[src/rtl/sas_pkg.sv]
package sas_pkg;
   // majority of three inputs: carry out of a full adder
   function automatic logic maj3(input logic x, input logic y, input logic z);
      return (x & y) | (x & z) | (y & z);
   endfunction
endpackage

[src/rtl/sas_pos_ctr.sv]
module sas_pos_ctr #(
   parameter int WORD_W = 32,
   localparam int POS_W = $clog2(WORD_W)
) (
   input  logic             clk,
   input  logic             rst_n,
   input  logic             frame_start,
   output logic [POS_W-1:0] cur_pos,
   output logic [POS_W-1:0] pos_q
);
   localparam logic [POS_W-1:0] LAST = POS_W'(WORD_W - 1);
   localparam bit POW2 = ((1 << POS_W) == WORD_W);

   // the strobe names the current bit time as position 0
   assign cur_pos = frame_start ? '0 : pos_q;

   generate
      if (POW2) begin : g_wrap_free
         always_ff @(posedge clk or negedge rst_n) begin
            if (!rst_n) pos_q <= '0;
            else        pos_q <= cur_pos + 1'b1;
         end
      end else begin : g_wrap_cmp
         always_ff @(posedge clk or negedge rst_n) begin
            if (!rst_n)               pos_q <= '0;
            else if (cur_pos == LAST) pos_q <= '0;
            else                      pos_q <= cur_pos + 1'b1;
         end
      end
   endgenerate
endmodule

[src/rtl/sas_bit_cell.sv]
module sas_bit_cell
   import sas_pkg::*;
(
   input  logic x,
   input  logic y,
   input  logic inv_y,
   input  logic cin,
   output logic s,
   output logic cout
);
   logic y_eff;
   assign y_eff = y ^ inv_y;
   assign s     = x ^ y_eff ^ cin;
   assign cout  = maj3(x, y_eff, cin);
endmodule

[src/rtl/tagged_serial_adder.sv]
module tagged_serial_adder #(
   parameter int WORD_W = 32
) (
   input  logic clk,
   input  logic rst_n,
   input  logic frame_start,
   input  logic sub,
   input  logic a_bit,
   input  logic b_bit,
   output logic sum_bit,
   output logic sum_frame,
   output logic instr_flag
);
   localparam int POS_W = $clog2(WORD_W);

   initial begin
      if (WORD_W < 3)
         $error("WORD_W must leave room for tag, one digit and sign");
   end

   logic [POS_W-1:0] cur_pos;
   logic [POS_W-1:0] pos_q;
   logic             at_tag;
   logic             carry_q;
   logic             cell_s;
   logic             cell_c;
   logic             tag_any;

   sas_pos_ctr #(.WORD_W(WORD_W)) u_pos (
      .clk         (clk),
      .rst_n       (rst_n),
      .frame_start (frame_start),
      .cur_pos     (cur_pos),
      .pos_q       (pos_q)
   );

   assign at_tag  = (cur_pos == '0);
   assign tag_any = a_bit | b_bit;

   sas_bit_cell u_cell (
      .x     (a_bit),
      .y     (b_bit),
      .inv_y (sub),
      .cin   (carry_q),
      .s     (cell_s),
      .cout  (cell_c)
   );

   // tag bit time seeds the carry: 0 for add, 1 for two's-complement subtract
   always_ff @(posedge clk or negedge rst_n) begin
      if (!rst_n)      carry_q <= 1'b0;
      else if (at_tag) carry_q <= sub;
      else             carry_q <= cell_c;
   end

   always_ff @(posedge clk or negedge rst_n) begin
      if (!rst_n) begin
         sum_bit    <= 1'b0;
         sum_frame  <= 1'b0;
         instr_flag <= 1'b0;
      end else begin
         sum_bit   <= at_tag ? tag_any : cell_s;
         sum_frame <= frame_start;
         if (at_tag) instr_flag <= tag_any;
      end
   end
endmodule

[config.mk]
export PLATFORM = sky130hd
export DESIGN_NAME = tagged_serial_adder
export DESIGN_NICKNAME = d
export VERILOG_FILES = /design/src/rtl/sas_pkg.sv /design/src/rtl/sas_pos_ctr.sv /design/src/rtl/sas_bit_cell.sv /design/src/rtl/tagged_serial_adder.sv
export SDC_FILE = /design/constraint.sdc
export NUM_CORES = 1
export LEC_CHECK = 0
export ABC_AREA = 1
export BUFFER_PORTS_ARGS = -buffer_cell sky130_fd_sc_hd__buf_2
export CAP_MARGIN = 25
export CORE_AREA = 2 2 46 48
export DETAILED_ROUTE_END_ITERATION = 6
export DIE_AREA = 0 0 48 50
export HOLD_SLACK_MARGIN = 0.03
export SLEW_MARGIN = 20
export SYNTH_ARGS = -nofsm -noshare
export SYNTH_HDL_FRONTEND = slang
export SYNTH_SLANG_ARGS = --single-unit
[constraint.sdc]
create_clock -name clk -period 1.5 [get_ports clk]
set_input_delay 0.15 -clock clk [delete_from_list [all_inputs] [get_ports clk]]
set_output_delay 0.15 -clock clk [all_outputs]
set_load 0.05 [all_outputs]
After elaboration in Yosys (flattened, before gate mapping)
Index checks and enable logic that the tools add are counted.
{ "op_classes": {"n_mux": 3, "reduce_logical": 1, "addsub": 1, "bitwise": 9} }
{ "op_table": {"columns": ["operator", "n"], "rows": [
  ["$add A5 B1 Y5 const B", 1],
  ["$logic_not A5 Y1", 1],
  ["$mux W5", 1],
  ["$and A1 B1 Y1", 3],
  ["$or A1 B1 Y1", 3],
  ["$xor A1 B1 Y1", 3],
  ["$mux W1", 2]
]} }
{ "word_totals": {"ff_bits": 9} }

Longest topological paths before layout
Gate-level depths: netlist (run 1).
{ "depth": {"word_depth": 5, "depth_mapped": 8, "ltp_nobuf": 8} }

Hierarchy
Synthesis (run 1) repeated with hierarchy kept, for this count alone.
{ "unflattened": {"cells_unflattened": 59, "hier_area_um2": 466.7} }
{ "by_module_without_submodules": {"columns": ["module", "cells_per_inst", "area_each_um2", "instances"], "rows": [
  ["sas_pos_ctr", 30, 240.2, 1],
  ["tagged_serial_adder", 19, 172.7, 1],
  ["sas_bit_cell", 10, 53.8, 1]
]} }

Worst setup path before layout (run 1)
No wires, ideal clock.
{ "synth_timing": {"path_kind": "register to register", "from": "reg carry_q", "to": "reg sum_bit", "stages_incl_launch_ff": 6, "setup_ns": 0.118, "arrival_ns": 0.949, "path_slack_ns": 0.433, "cell_sequence": "dfrtp_1 > inv_1 > fa_1 > inv_1 > nand2_1 > nand2_1"} }
{ "synth_via": {"elab_chain_cells": 2} }
{ "synth_lines": {"columns": ["element", "line_no", "rtl"], "rows": [
  ["start, declared", "tagged_serial_adder.sv:24", "logic carry_q;"],
  ["start signal, assigned", "tagged_serial_adder.sv:52", "else if (at_tag) carry_q <= sub;"],
  ["start signal, assigned", "tagged_serial_adder.sv:53", "else carry_q <= cell_c;"],
  ["$xor A1 B1 Y1", "sas_bit_cell.sv:13", "assign s = x ^ y_eff ^ cin;"],
  ["$mux W1", "tagged_serial_adder.sv:62", "sum_bit <= at_tag ? tag_any : cell_s;"],
  ["end signal, assigned", "tagged_serial_adder.sv:62", null],
  ["end, declared", "tagged_serial_adder.sv:10", "output logic sum_bit,"]
]} }
Every way passes these cells.
A chain may end at the register's enable or synchronous reset.

Final worst setup path (run 1)
Same ends and word-level chain as after synthesis.

==> metrics.cfg, run 1 <==
[floorplan]
ios = 9
die_height_um = 50
die-area_um2 = 2400
start_util = 0.241
core_area_um2 = 1900
fp.dieW_um = 48
row_count = 16

[grt]
grt_max_degree = 10
grt_antenna_before_repair = 0
grt_pass1_wl_um = 1280
grtUsageTotal = 0.0819
grt_pass1_vias = 323
grt_overflow = 0

[placement]
io_buffers = 8
hpwlAfterDp_um = 606
place.gp.congestion = 0.602
pre_cts_slack_ns = 0.351

[worst_setup_path]
cp.buffers_inverters = 2
cp_cell_sequence = inv_1, fa_1, inv_1, nand2_1, nand2_1
critPathMaxFanout = 1
critPathMaxStageDelay_ns = 0.50
crit_type = reg2reg
path_delay_family = adder cells
cpMaxStageDelayCell = fa_1
required_ns = 1.65
start_kind = flop
cp_data_arrival_time_ns = 1.28
crit_path_end_kind = flop

[timing]
max_clock_freq_mhz = 887
finClkSkew_ns = 0.000279
whs_ns = 0.0476
fin_setup_tns_ns = 0
maxSlewHeadroom = 0.836
worst_pin_slew_ns = 0.248
finalHoldViolations = 0
setup_viol = 0
slew_violations = 0
layout_setup_ws_ns = 0.372
period_share = 0.752
finalCriticalPeriod_ns = 1.13
grt_setup_unrepaired = no

[power]
peakVddDrop_uv = 331
power_density_nw_per_um2 = 1200
pwr-share-seq = 0.446
internal-power_w = 0.000440
finalPower_w = 0.000680
p_sw_w = 0.000240
switching_share = 0.353
leakagePower_nw = 0.281
pwr-share-clk = 0.274
p_comb_frac = 0.280

[clock_network]
post_cts_resized = 0
cts_buffers = 3
cts_tree = yes
cts_sinks = 9
cts-root-buf = clkbuf_4
clk_pin_slew_ns = 0.06
cts_buffer_depth = 2
clk_latency_ns = 0.26
htreeDepth = 1
postCtsSetupBuffers = 0
postCtsHoldBufs = 1

[run_status]
status = finished clean

[final_layout]
drive_above_1_share = 0.274
final_cell_mix = nand2_1, dfrtp_1, buf_2
finalNetCount = 71
antenna_cells = 0
final_core_util = 0.299
mostFrequentLayoutCell = nand2_1
area_growth_pct = 24.0

[detailed_routing]
vias_per_cell = 3.89
route.detailed.drc = 0
wl_per_cell_um = 8.84
vias = 346
antenna_left = 0
dr.pass1.iters = 2
initialDrtViolationCount = 2
routed_wl_um = 787

[synth]
ys_seq_area_frac = 0.492
syn-num-nets = 57
syn-cell-area_um2 = 458
syn-instance-count = 49
syn_area_per_cell_um2 = 9.35
synth_seq_cells = 9
yosysUniqueCellTypes = 17
yosys_warnings = 0

[min_path]
worstHoldPathType = in2reg

[flow_run]
drv_cap = 0

==> power groups by stage <==
stage | combinational [W] | clock, W | sequential (W)
final | 0.000191 | 0.000186 | 0.000303
after global placement | 0.000189 | 0 | 0.000307
after CTS | 0.000195 | 0.000197 | 0.000304
after global routing | 0.000214 | 0.000213 | 0.000309
after floorplan | 0.0000834 | 0 | 0.000365
after detailed placement | 0.000192 | 0 | 0.000309
==> logic make-up after synthesis <==
logic type	Yosys count	synth area share
flops	9	0.492
buf+inv	8	0.0711
xor+xnor	2	0.0383
compound gates	4	0.0820
fa+ha+maj	2	0.0710
simple gates	24	0.246
==> Yosys cell counts (all sizes together) <==
cell,number,share of area
nand2,16,0.14
dfrtp,9,0.49
inv,8,0.071
nand3,4,0.071
nor2,3,0.025
o21ai,2,0.030
a21oi,1,0.036
fa,1,0.044
ha,1,0.027
o21bai,1,0.016
or2,1,0.014
xnor2,1,0.019
xor2,1,0.019
==> worst register-to-register path: cells and delay by family, from the launching register on <==
| kind | cells | cell delay (ns) |
|---|---|---|
| buf+inv | 2 | 0.09 |
| fa+ha+maj | 1 | 0.50 |
| simple gates | 2 | 0.10 |
| flops | 1 | 0.32 |
==> layer usage <==
metal  up-vias  global-route usage  wire length [um]
met5         -                   0                 0
met4         0              0.0676                37
met3         5              0.0330                59
met2        10               0.136               399
met1       157              0.0713               290
li1        174                   -                 -
==> final timing paths <==
check | startpoint | endpoint | slack [ns] | cells after the start
min reg2reg | instr_flag | instr_flag | 0.46 | 2
min | frame_start | sum_frame | 0.05 | 1
min in group asynchronous | rst_n | carry_q | 0.28 | 2
max reg2reg | carry_q | sum_bit | 0.37 | 5
max in group asynchronous | rst_n | u_pos.pos_q[4] | 1.04 | 2
max | carry_q | sum_bit | 0.37 | 5
==> per-stage QoR <==
step | cell area (um^2) | cells
CTS | 568 | 89
global placement | 532 | 84
finish | 568 | 89
global route | 568 | 89
detailed placement | 532 | 84
floorplan | 458 | 49
==> registers in the layout, summed over array words and instances (netlist names) <==
signal and count:
u_pos.pos_q 5, carry_q 1, instr_flag 1, sum_bit 1, sum_frame 1
==> area by class of cell <==
class / count / area, um^2
Tap cell: 27 / 33.8
Timing Repair Buffer: 9 / 50.0
Fill cell: 199 / 1330
Clock buffer: 4 / 26.3
Multi-Input combinational cell: 32 / 200
Inverter: 8 / 32.5
Sequential cell: 9 / 225
No activity file was read; power rests on OpenSTA's default activity.
==> run 2, diff against run 1 <==
--- a/config.mk
+++ b/config.mk
@@ -5,12 +5,12 @@
 export SDC_FILE = /design/constraint.sdc
 export NUM_CORES = 1
 export LEC_CHECK = 0
-export ABC_AREA = 1
+export ABC_AREA = 0
 export BUFFER_PORTS_ARGS = -buffer_cell sky130_fd_sc_hd__buf_2
 export CAP_MARGIN = 25
-export CORE_AREA = 2 2 46 48
+export CORE_AREA = 2 2 44 46
 export DETAILED_ROUTE_END_ITERATION = 6
-export DIE_AREA = 0 0 48 50
+export DIE_AREA = 0 0 46 48
 export HOLD_SLACK_MARGIN = 0.03
 export SLEW_MARGIN = 20
 export SYNTH_ARGS = -nofsm -noshare
==> constraint.sdc (replaced) <==
create_clock -name clk -period 0.98 [get_ports clk]
set_input_delay 0.098 -clock clk [delete_from_list [all_inputs] [get_ports clk]]
set_output_delay 0.098 -clock clk [all_outputs]
set_load 0.05 [all_outputs]
==> run 2 against run 1 <==
The flow now finishes with violations (setup timing). Critical endpoint unchanged. Sequential power is 48% higher. Register-to-register slack worse by 0.43 ns. Sequential share of layout area is 1.1 points higher. Maximum frequency is 8.7% higher.
==> metrics.cfg, run 2 <==
[synth]
synthAdderAreaFrac = 0.0802
synth_common_cells = dfrtp_1, inv_1, nor2_1
syn-cell-area_um2 = 405
synth_most_common_cell = dfrtp_1
yosysTopAreaCellShare = 0.556
synth_compound_area_frac = 0.0216
synth_top_area_cell = dfrtp_1
ys_seq_area_frac = 0.556
syn-instance-count = 34
synthMuxAreaShare = 0.0741
yosys_warnings = 0
synth-simple-area-share = 0.145
yosysUniqueCellTypes = 14
synth_edf_count = 0
synth.area.top_cells = dfrtp_1, mux2i_1, xor2_1
synth_top_family_by_area = simple AND/OR/NAND/NOR gates
synth_top_flop_cell = dfrtp_1
async_reset_ff_frac = 1.00
synth-xor-area-share = 0.0864
syn-num-nets = 42
syn_area_per_cell_um2 = 11.9
synth_seq_cells = 9

[clock_network]
cts_sinks = 9
htreeDepth = 1
cts-root-buf = clkbuf_4
cts_buffer_depth = 2
clk_latency_ns = 0.26
cts_buffers = 3
clk_pin_slew_ns = 0.06
cts_tree = yes

[floorplan]
core_area_um2 = 1690
fp.dieW_um = 46
ios = 9
start_util = 0.240
die_height_um = 48
die-area_um2 = 2210
row_count = 15

[power]
power_density_nw_per_um2 = 1890
finalPower_w = 0.00104
leakagePower_nw = 0.275
peakVddDrop_uv = 426

[placement]
io_buffers = 8
place.gp.congestion = 0.720
placed_cell_area_um2 = 497
hpwlAfterDp_um = 516
pre_cts_slack_ns = -0.0636

[timing]
layout_setup_ws_ns = -0.0573
maxSlewHeadroom = 0.834
finClkSkew_ns = 0.00172
setup_viol = 3
fin_setup_tns_ns = -0.0744
period_share = 1.06
max_clock_freq_mhz = 964
slew_violations = 0
grt_setup_unrepaired = yes
finalHoldViolations = 0
finalCriticalPeriod_ns = 1.04
worst_pin_slew_ns = 0.251

[detailed_routing]
wl_per_cell_um = 10.7
antenna_left = 0
route.detailed.drc = 0
initialDrtViolationCount = 1
vias_per_cell = 4.22
routed_wl_um = 738
vias = 291
dr.pass1.iters = 2

[min_path]
worstHoldPathType = in2reg

[final_layout]
nFillCells = 177
largest_reg_flops = 5
top_register = u_pos.pos_q
mostFrequentLayoutCell = dfrtp_1
drive_above_1_share = 0.385
final_cell_mix = dfrtp_1, buf_2, buf_4
antenna_cells = 0
finalNetCount = 61
area_growth_pct = 36.4
fin_area_um2 = 553

[grt]
grtUsageTotal = 0.0894
grt_pass1_vias = 308
grt_overflow = 0
grt_max_degree = 10
grt_pass1_wl_um = 1230
grt_antenna_before_repair = 0

[flow_run]
drv_cap = 0

[worst_setup_path]
crit_type = reg2reg
crit_path_end_kind = flop
critPathMaxFanout = 1
cp_data_arrival_time_ns = 1.18
start_kind = flop
critPathMaxStageDelay_ns = 0.49
cpMaxStageDelayCell = fa_1
cp.buffers_inverters = 1
path_delay_family = adder cells
cp_cell_sequence = inv_2, fa_1, mux2i_1
required_ns = 1.12

[run_status]
status = finished with violations
violations = setup timing

-- run 2: path summary, 6_finish.rpt --
| kind | from | endpoint | slack, ns | depth (start not counted) |
|---|---|---|---|---|
| setup / recovery | carry_q | sum_bit | -0.06 | 3 |
| hold / removal | sub | carry_q | 0.09 | 3 |
| setup reg to reg | carry_q | sum_bit | -0.06 | 3 |
| hold reg to reg | instr_flag | instr_flag | 0.54 | 2 |
| max in group asynchronous | rst_n | sum_frame | 0.58 | 2 |
| min in group asynchronous | rst_n | u_pos.pos_q[3] | 0.22 | 2 |
-- run 2: tightest hold or removal path: cells and delay by family --
kind     cells  cell delay [ns]
mux          1             0.05
buf+inv      2             0.15
-- run 2: report_power, final --
| group | internal, W | switching (W) | total [W] |
|---|---|---|---|
| clock | 0.000157 | 0.000131 | 0.000288 |
| combinational | 0.000122 | 0.000186 | 0.000308 |
| sequential | 0.000423 | 0.0000240 | 0.000447 |
| total | 0.000702 | 0.000341 | 0.00104 |
-- run 2: logic make-up (layout without fill, tap and decap cells) --
group	count (synthesis)	after routing
adder cells (fa/ha/maj)	2	2
XOR/XNOR	4	4
AND/OR/NAND/NOR	11	11
AO/OA/AOI/OAI	1	1
multiplexers	3	3
flip-flops	9	9
buffers and inverters	4	22
-- run 2: per-layer routing --
layer | share of wire | track usage | wire length (um) | up-vias
li1 | - | - | - | 145
met1 | 0.42 | 0.0943 | 308 | 138
met4 | 0.037 | 0.120 | 27 | 0
met5 | 0 | 0 | 0 | -
met3 | 0.047 | 0.0226 | 35 | 2
met2 | 0.50 | 0.128 | 366 | 6
-- run 2: through the flow --
step	utilization	hold slack (ns)	cells
after floorplan	-	-0.198	34
after global placement	0.294	-0.0431	63
after detailed placement	0.294	-0.0372	63
after CTS	0.326	0.0877	69
after global routing	0.327	0.111	69
final	0.327	0.0871	69
-- run 2: layout make-up --
class | count | area [um^2] | area share
Tap cell | 17 | 21.3 | 0.0385
Clock buffer | 4 | 26.3 | 0.0475
Timing Repair Buffer | 14 | 90.1 | 0.163
Sequential cell | 9 | 225 | 0.407
Inverter | 4 | 15.0 | 0.0271
Multi-Input combinational cell | 21 | 175 | 0.317
-- run 2: timing repair --
item	4_1_cts	5_1_grt
endpoints found under the setup margin	3	6
pin swaps	2	1
hold buffers	1	0
endpoints found under the hold margin	9	0
setup buffers	1	0
resized for setup	2	2
gates cloned	0	0
==> run 3, diff against run 2 <==
--- a/config.mk
+++ b/config.mk
@@ -12,6 +12,7 @@
 export DETAILED_ROUTE_END_ITERATION = 6
 export DIE_AREA = 0 0 46 48
 export HOLD_SLACK_MARGIN = 0.03
+export PLACE_DENSITY_LB_ADDON = 0.08
 export SLEW_MARGIN = 20
 export SYNTH_ARGS = -nofsm -noshare
 export SYNTH_HDL_FRONTEND = slang
==> run 3 against run 2 <==
The run still ends with setup timing left. Non-clock buffer count decreased by 1. Highest routed layer unchanged. Maximum frequency decreased by 0.88%. Cell count decreased by 1.4%. Sequential power increased by 1%. Setup slack got worse by 0.0093 ns. Sequential share of layout area increased by 0.19 points.
==> metrics.cfg, run 3 (synthesis gave the netlist of run 2 again) <==
[run_status]
status = finished with violations
violations = setup timing

[floorplan]
die-area_um2 = 2210
fp.dieW_um = 46
die_height_um = 48
core_area_um2 = 1690
start_util = 0.240
ios = 9
row_count = 15

[placement]
hpwlAfterDp_um = 579
place.gp.congestion = 0.635
dp.cells = 63
io_buffers = 8

[final_layout]
final_cells = 68
antenna_cells = 0
finalNetCount = 60
regArea_um2 = 225
largest_reg_flops = 5
mostFrequentLayoutCell = dfrtp_1
area_growth_pct = 35.8
top_register = u_pos.pos_q
drive_above_1_share = 0.392
multi_input_area_um2 = 180
nFillCells = 178
final_cell_mix = dfrtp_1, buf_2, nor2_1, clkbuf_4, buf_4

[grt]
grtUsageTotal = 0.0814
grt_pass1_vias = 272
grt_max_degree = 10
grt_antenna_before_repair = 0
grt_overflow = 0
grt_pass1_wl_um = 1170

[worst_setup_path]
crit_type = reg2reg
start_kind = flop
cp_data_arrival_time_ns = 1.18
crit_path_end_kind = flop
critPathMaxFanout = 1
required_ns = 1.12
ff2ff_path_depth = 3

[timing]
layout_setup_ws_ns = -0.0666
grt_setup_unrepaired = yes
whs_ns = 0.0668
slew_violations = 0
finalHoldViolations = 0
period_share = 1.07
finClkSkew_ns = 0.000478
maxSlewHeadroom = 0.836
finalCriticalPeriod_ns = 1.05
setup_viol = 1
worst_pin_slew_ns = 0.248
max_clock_freq_mhz = 956

[detailed_routing]
dr.pass1.iters = 4
antenna_left = 0
initialDrtViolationCount = 4
route.detailed.drc = 0
routed_wl_um = 740
wl_per_cell_um = 10.9
vias_per_cell = 4.10
vias = 279

[clock_network]
clk_pin_slew_ns = 0.06
cts_buffers = 3
htreeDepth = 1
cts_buffer_depth = 2
cts_sinks = 9
clk_latency_ns = 0.25
cts-root-buf = clkbuf_4
cts_tree = yes

[power]
finalPower_w = 0.00103
power_density_nw_per_um2 = 1870
leakagePower_nw = 0.268
peakVddDrop_uv = 745

[flow_run]
drv_cap = 0

[min_path]
worstHoldPathCells = 2
worstHoldPathType = in2reg

==> run 3: changes by cell type in the layout (fill, tap and decap cells not counted), sizes merged <==
cell,delta
buf,-1
==> run 3: final cells by class <==
| type | instances | share of cell area |
|---|---|---|
| clock buffer | 4 | 0.0477 |
| inverter | 4 | 0.0273 |
| multi-input combinational | 21 | 0.327 |
| sequential | 9 | 0.409 |
| tap | 17 | 0.0386 |
| timing repair buffer | 13 | 0.150 |
==> run 3: worst max-delay path, cell delays in order (launching register included) <==
cell and delay, ns:
dfrtp_1 0.33, inv_2 0.04, fa_1 0.49, mux2i_1 0.06
==> run 3: path summary, 6_finish.rpt <==
check | start | to | slack [ns]
max | carry_q | sum_bit | -0.07
min | frame_start | u_pos.pos_q[0] | 0.07
max reg2reg | carry_q | sum_bit | -0.07
min reg2reg | instr_flag | instr_flag | 0.52
max in group asynchronous | rst_n | u_pos.pos_q[3] | 0.58
min in group asynchronous | rst_n | sum_frame | 0.22
==> run 3: power breakdown <==
part | internal (W) | total, W | switching [W]
sequential | 0.000423 | 0.000453 | 0.0000298
clock | 0.000157 | 0.000282 | 0.000125
combinational | 0.000114 | 0.000295 | 0.000181
==> run 3: timing repair <==
action	4_1_cts	5_1_grt
endpoints found under the setup margin	3	5
endpoints found under the hold margin	9	0
pin swaps	2	3
setup buffers	0	0
gates resized for setup	2	3
hold buffers	1	0
==> run 3: per-layer routing <==
layer	share of wire	global-route usage	wire (um)	up-vias
met5	0	0	0	-
met4	0.0068	0.0686	5	0
met3	0.065	0.0264	48	2
met2	0.46	0.108	343	9
met1	0.46	0.105	343	127
li1	-	-	-	141
==> run 3: stage by stage <==
step	worst slack (ns)	instance area, um^2	utilization	setup TNS (ns)
5_1_grt	-0.0909	551	0.326	-0.243
2_1_floorplan	-0.0351	405	-	-0.0351
3_5_place_dp	-0.0843	497	0.294	-0.163
4_1_cts	-0.0673	543	0.321	-0.0786
3_3_place_gp	-0.0450	497	0.294	-0.0845
6_report	-0.0666	551	0.326	-0.0666
